<file path="src/rtl/spr_pkg.sv">
package spr_pkg;
  typedef enum logic [1:0] {
    ACC_RD  = 2'd0,
    ACC_WR  = 2'd1,
    ACC_EX  = 2'd2,
    ACC_RSV = 2'd3
  } acc_e;

  typedef enum logic [1:0] {
    RT_BYPASS = 2'd0,
    RT_LINEAR = 2'd1,
    RT_PAGED  = 2'd2
  } route_e;
endpackage

</file>
<file path="src/rtl/seg_base_pick.sv">
module seg_base_pick #(
  parameter int SEG_W   = 4,
  parameter int NUM_SEG = 1 << SEG_W,
  parameter int HALF    = NUM_SEG / 2,
  parameter int BASE_W  = HALF * SEG_W
) (
  input  logic [SEG_W-1:0]  seg,
  input  logic [BASE_W-1:0] base_lo,
  input  logic [BASE_W-1:0] base_hi,
  output logic [SEG_W-1:0]  nibble
);
  localparam int IW = SEG_W - 1;

  logic [SEG_W-1:0] nib_lo [HALF];
  logic [SEG_W-1:0] nib_hi [HALF];

  for (genvar g = 0; g < HALF; g++) begin : g_split
    assign nib_lo[g] = base_lo[g*SEG_W +: SEG_W];
    assign nib_hi[g] = base_hi[g*SEG_W +: SEG_W];
  end

  always_comb begin
    if (seg[SEG_W-1]) nibble = nib_hi[seg[IW-1:0]];
    else              nibble = nib_lo[seg[IW-1:0]];
  end
endmodule

</file>
<file path="src/rtl/route_decode.sv">
module route_decode
  import spr_pkg::*;
#(
  parameter int VA_W    = 32,
  parameter int CFG_W   = 32,
  parameter int SEG_W   = 4,
  parameter int NUM_SEG = 1 << SEG_W,
  parameter int BASE_W  = (NUM_SEG / 2) * SEG_W
) (
  input  logic [CFG_W-1:0]   cfg_word,
  input  logic [NUM_SEG-1:0] seg_en,
  input  logic [BASE_W-1:0]  base_lo,
  input  logic [BASE_W-1:0]  base_hi,
  input  logic [VA_W-1:0]    vaddr,
  input  acc_e               acc,
  output route_e             route,
  output logic [VA_W-1:0]    phys,
  output logic               itlb
);
  localparam int OFF_W = VA_W - SEG_W;

  logic [SEG_W-1:0] seg;
  logic [SEG_W-1:0] nibble;
  logic             xlate_on;

  assign seg      = vaddr[VA_W-1 -: SEG_W];
  assign xlate_on = cfg_word[2] | cfg_word[3];
  assign itlb     = (acc == ACC_EX);

  seg_base_pick #(.SEG_W(SEG_W), .NUM_SEG(NUM_SEG), .BASE_W(BASE_W)) u_pick (
    .seg     (seg),
    .base_lo (base_lo),
    .base_hi (base_hi),
    .nibble  (nibble)
  );

  always_comb begin
    if (!xlate_on) begin
      route = RT_BYPASS;
      phys  = vaddr;
    end else if (seg_en[seg]) begin
      route = RT_LINEAR;
      phys  = {nibble, vaddr[OFF_W-1:0]};
    end else begin
      route = RT_PAGED;
      phys  = vaddr;
    end
  end
endmodule

</file>
<file path="src/rtl/seg_page_router.sv">
module seg_page_router
  import spr_pkg::*;
#(
  parameter int VA_W       = 32,
  parameter int CFG_W      = 32,
  parameter int SEG_W      = 4,
  parameter int PAGE_SHIFT = 13,
  parameter int NUM_SEG    = 1 << SEG_W,
  parameter int BASE_W     = (NUM_SEG / 2) * SEG_W,
  parameter int PFN_W      = VA_W - PAGE_SHIFT
) (
  input  logic               clk,
  input  logic               rst,
  input  logic               req_valid,
  input  logic [VA_W-1:0]    vaddr,
  input  logic [1:0]         acc_type,
  input  logic [CFG_W-1:0]   cfg_word,
  input  logic [NUM_SEG-1:0] seg_en,
  input  logic [BASE_W-1:0]  base_lo,
  input  logic [BASE_W-1:0]  base_hi,
  input  logic               pfn_valid,
  input  logic [PFN_W-1:0]   pfn,
  output logic               res_valid,
  output logic [VA_W-1:0]    res_paddr,
  output logic               res_full_perm,
  output logic               page_req,
  output logic [VA_W-1:0]    page_vaddr,
  output logic [1:0]         page_acc,
  output logic               page_itlb
);
  localparam int OFF_W = VA_W - SEG_W;

  route_e          route;
  logic [VA_W-1:0] phys;
  logic            itlb;
  logic            go_paged;
  logic            go_direct;

  route_decode #(
    .VA_W(VA_W), .CFG_W(CFG_W), .SEG_W(SEG_W), .NUM_SEG(NUM_SEG), .BASE_W(BASE_W)
  ) u_dec (
    .cfg_word (cfg_word),
    .seg_en   (seg_en),
    .base_lo  (base_lo),
    .base_hi  (base_hi),
    .vaddr    (vaddr),
    .acc      (acc_e'(acc_type)),
    .route    (route),
    .phys     (phys),
    .itlb     (itlb)
  );

  assign go_paged  = req_valid && (route == RT_PAGED);
  assign go_direct = req_valid && (route != RT_PAGED);

  // Paged lookup request: one-cycle pulse with its payload
  always_ff @(posedge clk) begin
    if (rst) begin
      page_req   <= 1'b0;
      page_vaddr <= '0;
      page_acc   <= '0;
      page_itlb  <= 1'b0;
    end else begin
      page_req <= go_paged;
      if (go_paged) begin
        page_vaddr <= vaddr;
        page_acc   <= acc_type;
        page_itlb  <= itlb;
      end
    end
  end

  // Result path: frame response has priority over a direct result
  always_ff @(posedge clk) begin
    if (rst) begin
      res_valid     <= 1'b0;
      res_paddr     <= '0;
      res_full_perm <= 1'b0;
    end else if (pfn_valid) begin
      res_valid     <= 1'b1;
      res_paddr     <= {pfn, {PAGE_SHIFT{1'b0}}};
      res_full_perm <= 1'b0;
    end else if (go_direct) begin
      res_valid     <= 1'b1;
      res_paddr     <= phys;
      res_full_perm <= 1'b1;
    end else begin
      res_valid     <= 1'b0;
      res_full_perm <= 1'b0;
    end
  end


  page_req_src_chk: assert property (@(posedge clk) disable iff (rst)
    page_req |-> $past(req_valid));


  tlb_pick_chk: assert property (@(posedge clk) disable iff (rst)
    page_req |-> (page_itlb == (page_acc == 2'd2)));


  offset_keep_chk: assert property (@(posedge clk) disable iff (rst)
    (res_valid && res_full_perm) |-> (res_paddr[OFF_W-1:0] == $past(vaddr[OFF_W-1:0])));


  page_align_chk: assert property (@(posedge clk) disable iff (rst)
    (res_valid && !res_full_perm) |-> (res_paddr[PAGE_SHIFT-1:0] == '0));


  perm_needs_valid_chk: assert property (@(posedge clk) disable iff (rst)
    res_full_perm |-> res_valid);
endmodule

</file>
<file path="config.mk">
export PLATFORM = sky130hd
export DESIGN_NAME = seg_page_router
export DESIGN_NICKNAME = d
export VERILOG_FILES = /design/src/rtl/spr_pkg.sv /design/src/rtl/seg_base_pick.sv /design/src/rtl/route_decode.sv /design/src/rtl/seg_page_router.sv
export SDC_FILE = /design/constraint.sdc
export NUM_CORES = 1
export LEC_CHECK = 0
export BUFFER_PORTS_ARGS = -buffer_cell sky130_fd_sc_hd__buf_2
export CORE_MARGIN = 2
export CORE_UTILIZATION = 35
export CTS_BUF_LIST = sky130_fd_sc_hd__clkbuf_4 sky130_fd_sc_hd__clkbuf_8
export CTS_CLUSTER_DIAMETER = 150
export DETAILED_ROUTE_END_ITERATION = 16
export GPL_TIMING_DRIVEN = 1
export PLACE_DENSITY_LB_ADDON = 0.2
export SYNTH_ARGS = -nofsm -noshare
export SYNTH_HDL_FRONTEND = slang
export SYNTH_SLANG_ARGS = --single-unit
</file>
<file path="constraint.sdc">
create_clock -name clk -period 2.9 [get_ports clk]
set_clock_uncertainty 0.2 [all_clocks]
set_input_delay 0.435 -clock clk [delete_from_list [all_inputs] [get_ports clk]]
set_output_delay 0.435 -clock clk [all_outputs]
set_load 0.005 [all_outputs]
</file>
==> results.yml, run 1 <==
status:
  status: "complete, no violations"
pwr:
  ir_drop_mv: 0.235
  pwr_density_cell_nw_per_um2: 482
  totalPowerFinal_mw: 2.31
  p_leak_nw: 2.25
yosys:
  ys.flop_type: "dfxtp_1"
  synth.avg_cell_area_um2: 9.97
  synthDistinctLibCells: 31
  ys_seq_elements: 70
  synth_edf_count: 0
  synth_fa_ha_area_share_pct: 0
  synthTopCellsByCount: "70 x dfxtp_1, 47 x nor2_1, 39 x mux2i_1, 33 x nand2_1, 31 x nor3_1"
  synth_top_area_share_pct: 40.5
  seq_area_frac_synth_pct: 40.5
  yosys.cell_count.top_type: "dfxtp_1"
  synth-xor-area-share_pct: 0
  synthMuxAreaShare_pct: 23.0
  synth_top_area_cell: "dfxtp_1"
  synth_area_leaders: "dfxtp_1 41%, mux4_2 12%, mux2i_1 11%, a2111oi_2 6.5%, nor2_1 5.1%"
  synthesis.nets: 516
  synthSimpleGateAreaFrac_pct: 14.8
  syn_area_um2: 3460
  synth_cells: 347
  synth_top_family_by_area: "multiplexers"
  synth_compound_area_share_pct: 14.8
  ys_warn_count: 0
  ys_async_sr_fraction_pct: 0
cells_and_area:
  multi_input_area_um2: 1830
  finalNonFillerCells: 684
  drive_above_1_share_pct: 49.5
  nets: 716
  synthToLayoutAreaGrowth_pct: 38.7
  layout.area.seq_um2: 1400
  fill_cells: 970
  antenna_cells: 0
timing:
  rsz0062_at_grt: "false"
  fin_crit_sh_pct: 85.5
  slew_viol_final: 0
  tns_ns: 0
  layout_min_cycle_time_ns: 2.48
  max_slew_margin_pct: 43.2
  setup_viol: 0
  final_hold_viol_count: 0
  max_slew.worst_pin.slew_ns: 0.852
  fmax_ghz: 0.403
setup_path:
  start_kind: "primary input"
  r2r_cells: 3
  reg2reg_to: "res_paddr[31]"
  r2r_slack_ns: 1.84
  cp_data_required_time_ns: 2.91
  arrival_ns: 2.49
  critPathKind: "in2reg"
  r2r_start: "res_paddr[31]"
  end_kind: "flip-flop"
  critPathMaxFanout: 18
route:
  route.vias.total: 3311
  wl_um: 9970
  wl_per_cell_um: 14.6
  drt-initial-drc-count: 72
  post-route-drc-count: 0
  antenna_left: 0
  via_per_inst: 4.84
  drt-pass1-iter-count: 4
cts:
  clock_latency_ns: 0.33
  cts_tree: "done"
  cts_sinks: 70
  cts_resized: 0
  ctsHtreeMaxLevel: 3
  path_clk_slew_ns: 0.07
  ctsHoldBuffers: 0
  cts_root_buf: "clkbuf_8"
  cts.path.max_buffers: 2
  post_cts_buffers: 0
  cts-buffers-inserted: 9
global_route:
  grt_pass1_vias: 3081
  overflow: 0
  grt_max_degree: 37
  track_usage_pct: 17.9
  grt_pass1_wl_um: 14600
  grt_antenna_before_repair: 0
flow_run:
  cap_violations: 0
floorplanning:
  die-width_um: 103
  die_y_um: 103
  start_util_pct: 35.7
  dieArea_um2: 10700
  ios: 239
  rows: 36
  coreArea_um2: 9680
placement:
  port-buffer-count: 208
  dp_hpwl_um: 7670
  routabilityCongestion: 0.792
  dp_cells: 669
worst_hold_path:
  holdCritPathClass: "in2reg"
  worstHoldEndpoint: "res_paddr[28]"
  hold_start: "pfn[15]"
  hold_depth: 3
-- registers in the layout, indices dropped and copies added, names as in the netlist --
| name | cells |
|---|---|
| page_vaddr | 32 |
| page_req | 1 |
| res_full_perm | 1 |
| page_acc | 2 |
| page_itlb | 1 |
| res_paddr | 32 |
| res_valid | 1 |
-- worst max-delay path: stages --
cell and delay (ns):
buf_2 0.21, mux4_2 0.55, o211a_4 0.28, o31a_1 0.57
buf_4 0.30, nand2_1 0.07, a21oi_1 0.05
-- cell families after synthesis --
kind of cell           count (synthesis)
AOI/OAI and AO/OA                     54
buffers and inverters                 46
DFF                                   70
muxes                                 57
and+or+nand+nor                      120
-- cell type report --
class	count	area share [%]
timing repair buffer	218	23.8
sequential	70	29.2
tap	133	3.47
clock inverter	4	0.991
clock buffer	11	3.02
multi-input combinational	231	38.2
inverter	17	1.33
-- how the worst max path moves through the flow --
| stage | startpoint | end | slack [ns] |
|---|---|---|---|
| 2_1_floorplan | vaddr[28] | res_paddr[20] | 0.48 |
| 3_3_place_gp | vaddr[28] | res_paddr[4] | 0.04 |
| 3_5_place_dp | vaddr[28] | res_paddr[30] | 0.03 |
| 4_1_cts | vaddr[28] | res_paddr[28] | 0.40 |
| 5_1_grt | vaddr[28] | res_paddr[30] | 0.31 |
| 6_report | vaddr[28] | res_paddr[9] | 0.42 |
-- per-stage QoR --
stage | worst slack, ns | utilization, % | instance area [µm²] | hold WS [ns]
global placement | 0.0374 | 47.6 | 4610 | 0.240
CTS | 0.402 | 49.5 | 4800 | 0.0865
global route | 0.309 | 49.5 | 4800 | 0.0941
floorplan | 0.476 | - | 3460 | 0.253
detailed placement | 0.0285 | 47.6 | 4610 | 0.246
finish | 0.420 | 49.5 | 4800 | 0.0999
-- metal layers --
layer | GRT usage, % | share of wire, % | wire (µm)
met5 | 0 | 0 | 0
met2 | 31.7 | 52 | 5170
met4 | 6.58 | 1.4 | 144
met1 | 20.7 | 40 | 3970
met3 | 4.97 | 6.9 | 685
-- where the power goes --
group	internal (mW)	total [mW]	switching [mW]
sequential	1.02	1.05	0.0281
combinational	0.254	0.492	0.238
clock	0.423	0.773	0.351
total	1.70	2.31	0.617
-- cell usage in the layout, fill, tap and decap left out, drive strengths merged, types with 3 or more instances in the layout --
master,synthesis,layout
buf,17,218
dfxtp,70,70
nor2,47,47
mux2i,39,39
nand2,33,33
nor3,31,31
mux4,18,18
inv,17,17
a21oi,16,16
a2111oi,15,15
clkbuf,12,11
a22oi,6,6
nor2b,4,4
o21ai,4,4
a311o,3,3
Power figures use the tool's default switching activity.
==> run 2: changes to the inputs <==
==> constraint.sdc (replaced) <==
create_clock -name clk -period 3.01 [get_ports clk]
set_clock_uncertainty 0.2 [all_clocks]
set_input_delay 0.4515 -clock clk [delete_from_list [all_inputs] [get_ports clk]]
set_output_delay 0.4515 -clock clk [all_outputs]
set_load 0.005 [all_outputs]
==> run 2 against run 1 <==
- critical endpoint is now res_paddr[20]
- sequential cell count unchanged
- critical path type unchanged
- utilization decreased by 0.065 points
- via count increased by 0.63%
- largest cell class unchanged
- setup slack improved by 0.20 ns
- register-to-register slack improved by 0.11 ns
- hold slack improved by 0.012 ns
- clock power increased by 2%
==> results.yml, run 2 (synthesized netlist as in run 1, its figures left out) <==
route:
  drt-pass1-iter-count: 4
  via_per_inst: 4.89
  post-route-drc-count: 0
  route.vias.total: 3332
  wl_um: 9980
  wl_per_cell_um: 14.6
  antenna_left: 0
  drt-initial-drc-count: 74
global_route:
  grt_pass1_wl_um: 15000
  track_usage_pct: 18.4
  overflow: 0
  top_usage_layer: "met2"
  grtUsageMet2_pct: 33.9
  met1_usage_pct: 20.3
  met3_usage_pct: 5.65
  grt_antenna_before_repair: 0
  grt_pass1_vias: 3146
  grt_max_degree: 55
setup_path:
  r2r_cells: 3
  end_kind: "flip-flop"
  r2r_slack_ns: 1.95
  arrival_ns: 2.38
  critPathMaxFanout: 33
  r2r_start: "res_paddr[31]"
  critical_path.cell_chain: "buf_2 -> mux4_2 -> o211a_4 -> o31a_1 -> buf_4 -> nor3_1 -> a2111oi_2"
  critPathMaxStageDelay_ns: 0.54
  start_kind: "primary input"
  critPathKind: "in2reg"
  slowest_stage: "mux4_2"
  reg2reg_to: "res_paddr[31]"
  cp_data_required_time_ns: 3.00
timing:
  fmax_ghz: 0.418
  fin_crit_sh_pct: 79.5
  finalWorstSetupSlack_ns: 0.618
  slew_viol_final: 0
  layout_min_cycle_time_ns: 2.39
  tns_ns: 0
  rsz0062_at_grt: "false"
  setup_viol: 0
  max_slew.worst_pin.slew_ns: 0.665
  final_hold_viol_count: 0
  max_slew_margin_pct: 55.7
cts:
  ctsHtreeMaxLevel: 3
  cts.path.max_buffers: 2
  cts_tree: "done"
  cts_root_buf: "clkbuf_8"
  cts-buffers-inserted: 9
  ctsHoldBuffers: 0
  cts_resized: 0
  path_clk_slew_ns: 0.07
  clock_latency_ns: 0.33
  cts_sinks: 70
  post_cts_buffers: 0
placement:
  dp_cells: 666
  placed_area_um2: 4580
  dp_hpwl_um: 7450
  port-buffer-count: 208
  preCtsSetupSlack_ns: 0.255
  routabilityCongestion: 0.790
cells_and_area:
  fin_util_pct: 49.5
  final_area_um2: 4790
  layout_common_cells: "208 x buf_2, 70 x dfxtp_1, 47 x nor2_1"
  fill_cells: 971
  antenna_cells: 0
  multi_input_area_um2: 1830
  final_common_cell: "buf_2"
  synthToLayoutAreaGrowth_pct: 38.5
  nets: 713
  layout.area.seq_um2: 1400
  reg_top3: "page_vaddr: 32 flops, res_paddr: 32 flops, page_acc: 2 flops"
  finalNonFillerCells: 682
  drive_above_1_share_pct: 49.4
worst_hold_path:
  hold_start: "pfn[15]"
  hold_depth: 3
  worstHoldEndpoint: "res_paddr[28]"
  holdCritPathClass: "in2reg"
flow_run:
  cap_violations: 0
pwr:
  p_leak_nw: 2.24
  pwr_density_cell_nw_per_um2: 473
  ir_drop_mv: 0.185
floorplanning:
  dieArea_um2: 10700
  coreArea_um2: 9680
  die_y_um: 103
  ios: 239
  rows: 36
  die-width_um: 103
  start_util_pct: 35.7
status:
  status: "complete, no violations"
## run 2: cell count changes in the layout (fill, tap and decap cells not counted), sizes merged
cell    before  now
clkinv       2    1
buf        218  215
clkbuf      11   13
## run 2: power breakdown
group | switching, mW | internal [mW] | leakage (nW)
logic | 0.231 | 0.242 | 1.56
clock network | 0.339 | 0.446 | 0.106
registers | 0.0259 | 0.983 | 0.574
## run 2: through the flow
step / hold WS [ns] / power, mW
floorplan: 0.253 / 1.31
global placement: 0.241 / 1.50
global route: 0.116 / 2.40
CTS: 0.0920 / 2.31
finish: 0.111 / 2.27
detailed placement: 0.245 / 1.51
## run 2: how the worst max path moves through the flow
stage	slack, ns	endpoint	depth (start not counted)	from
2_1_floorplan	0.57	res_paddr[20]	7	vaddr[28]
3_3_place_gp	0.29	res_paddr[23]	7	vaddr[28]
3_5_place_dp	0.26	res_paddr[23]	7	vaddr[28]
4_1_cts	0.63	res_paddr[23]	7	vaddr[28]
5_1_grt	0.52	res_paddr[20]	7	vaddr[28]
6_report	0.62	res_paddr[20]	7	vaddr[28]
## run 2: critical path, delay by kind of cell
family / cells / cell delay (ns)
compound gates: 3 / 0.65
simple gates: 1 / 0.25
buf+inv: 2 / 0.47
mux: 1 / 0.54
## run 2: layer usage
metal / vias to the layer above / part of all wire, % / wire (µm)
li1: 1637 / - / -
met1: 1560 / 39 / 3900
met2: 129 / 53 / 5290
met3: 6 / 7.0 / 697
met4: 0 / 0.88 / 88
met5: - / 0 / 0
## run 2: layout make-up
class,count,area share (%)
multi-input combinational,231,38.3
sequential,70,29.2
timing repair buffer,215,23.3
clock buffer,13,3.47
tap,133,3.47
inverter,17,1.33
clock inverter,3,0.888
==> run 3: changes to the inputs <==
--- a/config.mk
+++ b/config.mk
@@ -5,6 +5,7 @@
 export SDC_FILE = /design/constraint.sdc
 export NUM_CORES = 1
 export LEC_CHECK = 0
+export ABC_AREA = 1
 export BUFFER_PORTS_ARGS = -buffer_cell sky130_fd_sc_hd__buf_2
 export CORE_MARGIN = 2
 export CORE_UTILIZATION = 35
==> constraint.sdc (replaced) <==
create_clock -name clk -period 2.1 [get_ports clk]
set_clock_uncertainty 0.2 [all_clocks]
set_input_delay 0.315 -clock clk [delete_from_list [all_inputs] [get_ports clk]]
set_output_delay 0.315 -clock clk [all_outputs]
set_load 0.005 [all_outputs]
==> run 3 against run 2 <==
- critical path depth rose by 4
- final cell count is 33% higher
- setup slack got worse by 0.25 ns
- total power grew 52%
- critical endpoint is now page_itlb
==> results.yml, run 3 <==
status:
  status: "complete, no violations"
yosys:
  synthDistinctLibCells: 23
  ys_seq_elements: 70
  syn_area_um2: 3630
  synthTopCellsByCount: "133 x nand2_1, 92 x nand3_1, 90 x nor2_1, 70 x dfxtp_1, 43 x inv_1"
  ys_async_sr_fraction_pct: 0
  seq_area_frac_synth_pct: 38.6
  synth_cells: 567
  synth_area_leaders: "dfxtp_1 39%, nand2_1 14%, nand3_1 13%, nor2_1 9.3%, o21ai_0 5.8%"
  ys.flop_type: "dfxtp_1"
  synth_top_area_cell: "dfxtp_1"
  synth_edf_count: 0
  yosys.cell_count.top_type: "nand2_1"
  ys_warn_count: 0
  synth_top_area_share_pct: 38.6
  synth.avg_cell_area_um2: 6.41
  synthesis.nets: 736
placement:
  dp_cells: 889
  routabilityCongestion: 0.865
  port-buffer-count: 208
  dp_hpwl_um: 8860
timing:
  final_hold_viol_count: 0
  rsz0062_at_grt: "false"
  setup_viol: 0
  slew_viol_final: 0
  max_slew_margin_pct: 76.6
  fmax_ghz: 0.577
  layout_min_cycle_time_ns: 1.73
  max_slew.worst_pin.slew_ns: 0.351
  fin_crit_sh_pct: 82.6
global_route:
  grt_pass1_vias: 3977
  grt_pass1_wl_um: 18500
  grt_antenna_before_repair: 0
  overflow: 0
  track_usage_pct: 20.2
  grt_max_degree: 47
cells_and_area:
  synthToLayoutAreaGrowth_pct: 38.2
  fill_cells: 1115
  drive_above_1_share_pct: 32.8
  finalNonFillerCells: 905
  reg_top3: "page_vaddr: 32 flops, res_paddr: 32 flops, page_acc: 2 flops"
  layout_common_cells: "208 x buf_2, 133 x nand2_1, 92 x nand3_1"
  nets: 933
  fin_util_pct: 49.3
  final_common_cell: "buf_2"
  antenna_cells: 0
floorplanning:
  dieArea_um2: 11200
  die_y_um: 106
  start_util_pct: 35.7
  rows: 37
  ios: 239
  coreArea_um2: 10200
  die-width_um: 106
setup_path:
  cp_data_required_time_ns: 2.16
  arrival_ns: 1.80
  critPathMaxFanout: 46
  r2r_slack_ns: 1.21
  critPathKind: "in2reg"
  start_kind: "primary input"
  end_kind: "flip-flop"
route:
  via_per_inst: 4.77
  route.vias.total: 4320
  drt-pass1-iter-count: 4
  wl_um: 11500
  post-route-drc-count: 0
  drt-initial-drc-count: 276
  antenna_left: 0
  wl_per_cell_um: 12.7
pwr:
  p_leak_nw: 2.78
  totalPowerFinal_mw: 3.45
  pwr_density_cell_nw_per_um2: 688
  ir_drop_mv: 0.297
cts:
  cts_root_buf: "clkbuf_8"
  path_clk_slew_ns: 0.09
  ctsHtreeMaxLevel: 3
  ctsHoldBuffers: 0
  cts_tree: "done"
  cts.path.max_buffers: 2
  clock_latency_ns: 0.34
  cts_sinks: 70
  post_cts_buffers: 0
  cts_resized: 0
  cts-buffers-inserted: 9
worst_hold_path:
  holdCritPathClass: "in2reg"
flow_run:
  cap_violations: 0
==> run 3: cell count changes in the layout (fill, tap and decap cells not counted), moves of 30 or more <==
cell | before | now
mux2i_1 | 39 | 0
nand2_1 | 33 | 133
nand3_1 | 0 | 92
nor2_1 | 47 | 90
nor3_1 | 30 | 0
o21ai_0 | 4 | 42
==> run 3: worst max-delay path: stages <==
cell and delay (ns):
buf_2 0.12, buf_12 0.20, nand2_1 0.07, nand3_1 0.08, nand3_1 0.10, nand3_2 0.14
nand4_2 0.16, inv_2 0.19, buf_12 0.17, nand3_1 0.08, a21oi_1 0.14
==> run 3: final cells by class <==
type	count	area, µm²	share of cell area, %
Clock buffer	9	124	2.47
Clock inverter	7	105	2.09
Inverter	48	180	3.59
Multi-Input combinational cell	409	1830	36.4
Sequential cell	70	1400	27.9
Tap cell	136	170	3.39
Timing Repair Buffer	226	1210	24.2
==> run 3: power breakdown <==
| group | internal, mW | switching, mW | total [mW] | leakage (nW) |
|---|---|---|---|---|
| registers | 1.42 | 0.0455 | 1.47 | 0.576 |
| clock network | 0.687 | 0.553 | 1.24 | 0.112 |
| logic | 0.330 | 0.413 | 0.744 | 2.10 |
| total | 2.44 | 1.01 | 3.45 | 2.78 |
==> run 3: stage by stage <==
stage / setup WS (ns) / TNS [ns] / area (µm²) / hold slack (ns)
final: 0.366 / 0 / 5020 / 0.0203
after global routing: 0.177 / 0 / 5020 / 0.0288
after CTS: 0.351 / 0 / 5020 / 0.00429
after detailed placement: -0.00893 / -0.00893 / 4790 / 0.254
after global placement: 0.0481 / 0 / 4790 / 0.250
after floorplan: 0.353 / 0 / 3630 / 0.258
==> run 3: cell families (layout without fill, tap and decap cells) <==
| kind of cell | after synthesis | in the layout | share of synthesized area (%) |
|---|---|---|---|
| compound gates | 73 | 73 | 10.3 |
| buf+inv | 88 | 290 | 11.2 |
| flops | 70 | 70 | 38.6 |
| simple gates | 336 | 336 | 40.0 |
==> run 3: metal layers <==
| layer | track usage, % | wire (µm) | part of all wire (%) | up-vias |
|---|---|---|---|---|
| met3 | 3.68 | 739 | 6.4 | 11 |
| met5 | 0 | 0 | 0 | - |
| met1 | 26.6 | 5200 | 45 | 1935 |
| met4 | 5.55 | 133 | 1.2 | 0 |
| met2 | 34.0 | 5390 | 47 | 151 |
| li1 | - | - | - | 2223 |
==> run 3: final timing paths <==
kind | startpoint | to | cells past startpoint
hold reg to reg | page_acc[1] | page_acc[1] | 2
setup reg to reg | res_paddr[30] | res_paddr[30] | 4
hold / removal | vaddr[21] | page_vaddr[21] | 3
setup / recovery | vaddr[28] | page_itlb | 11
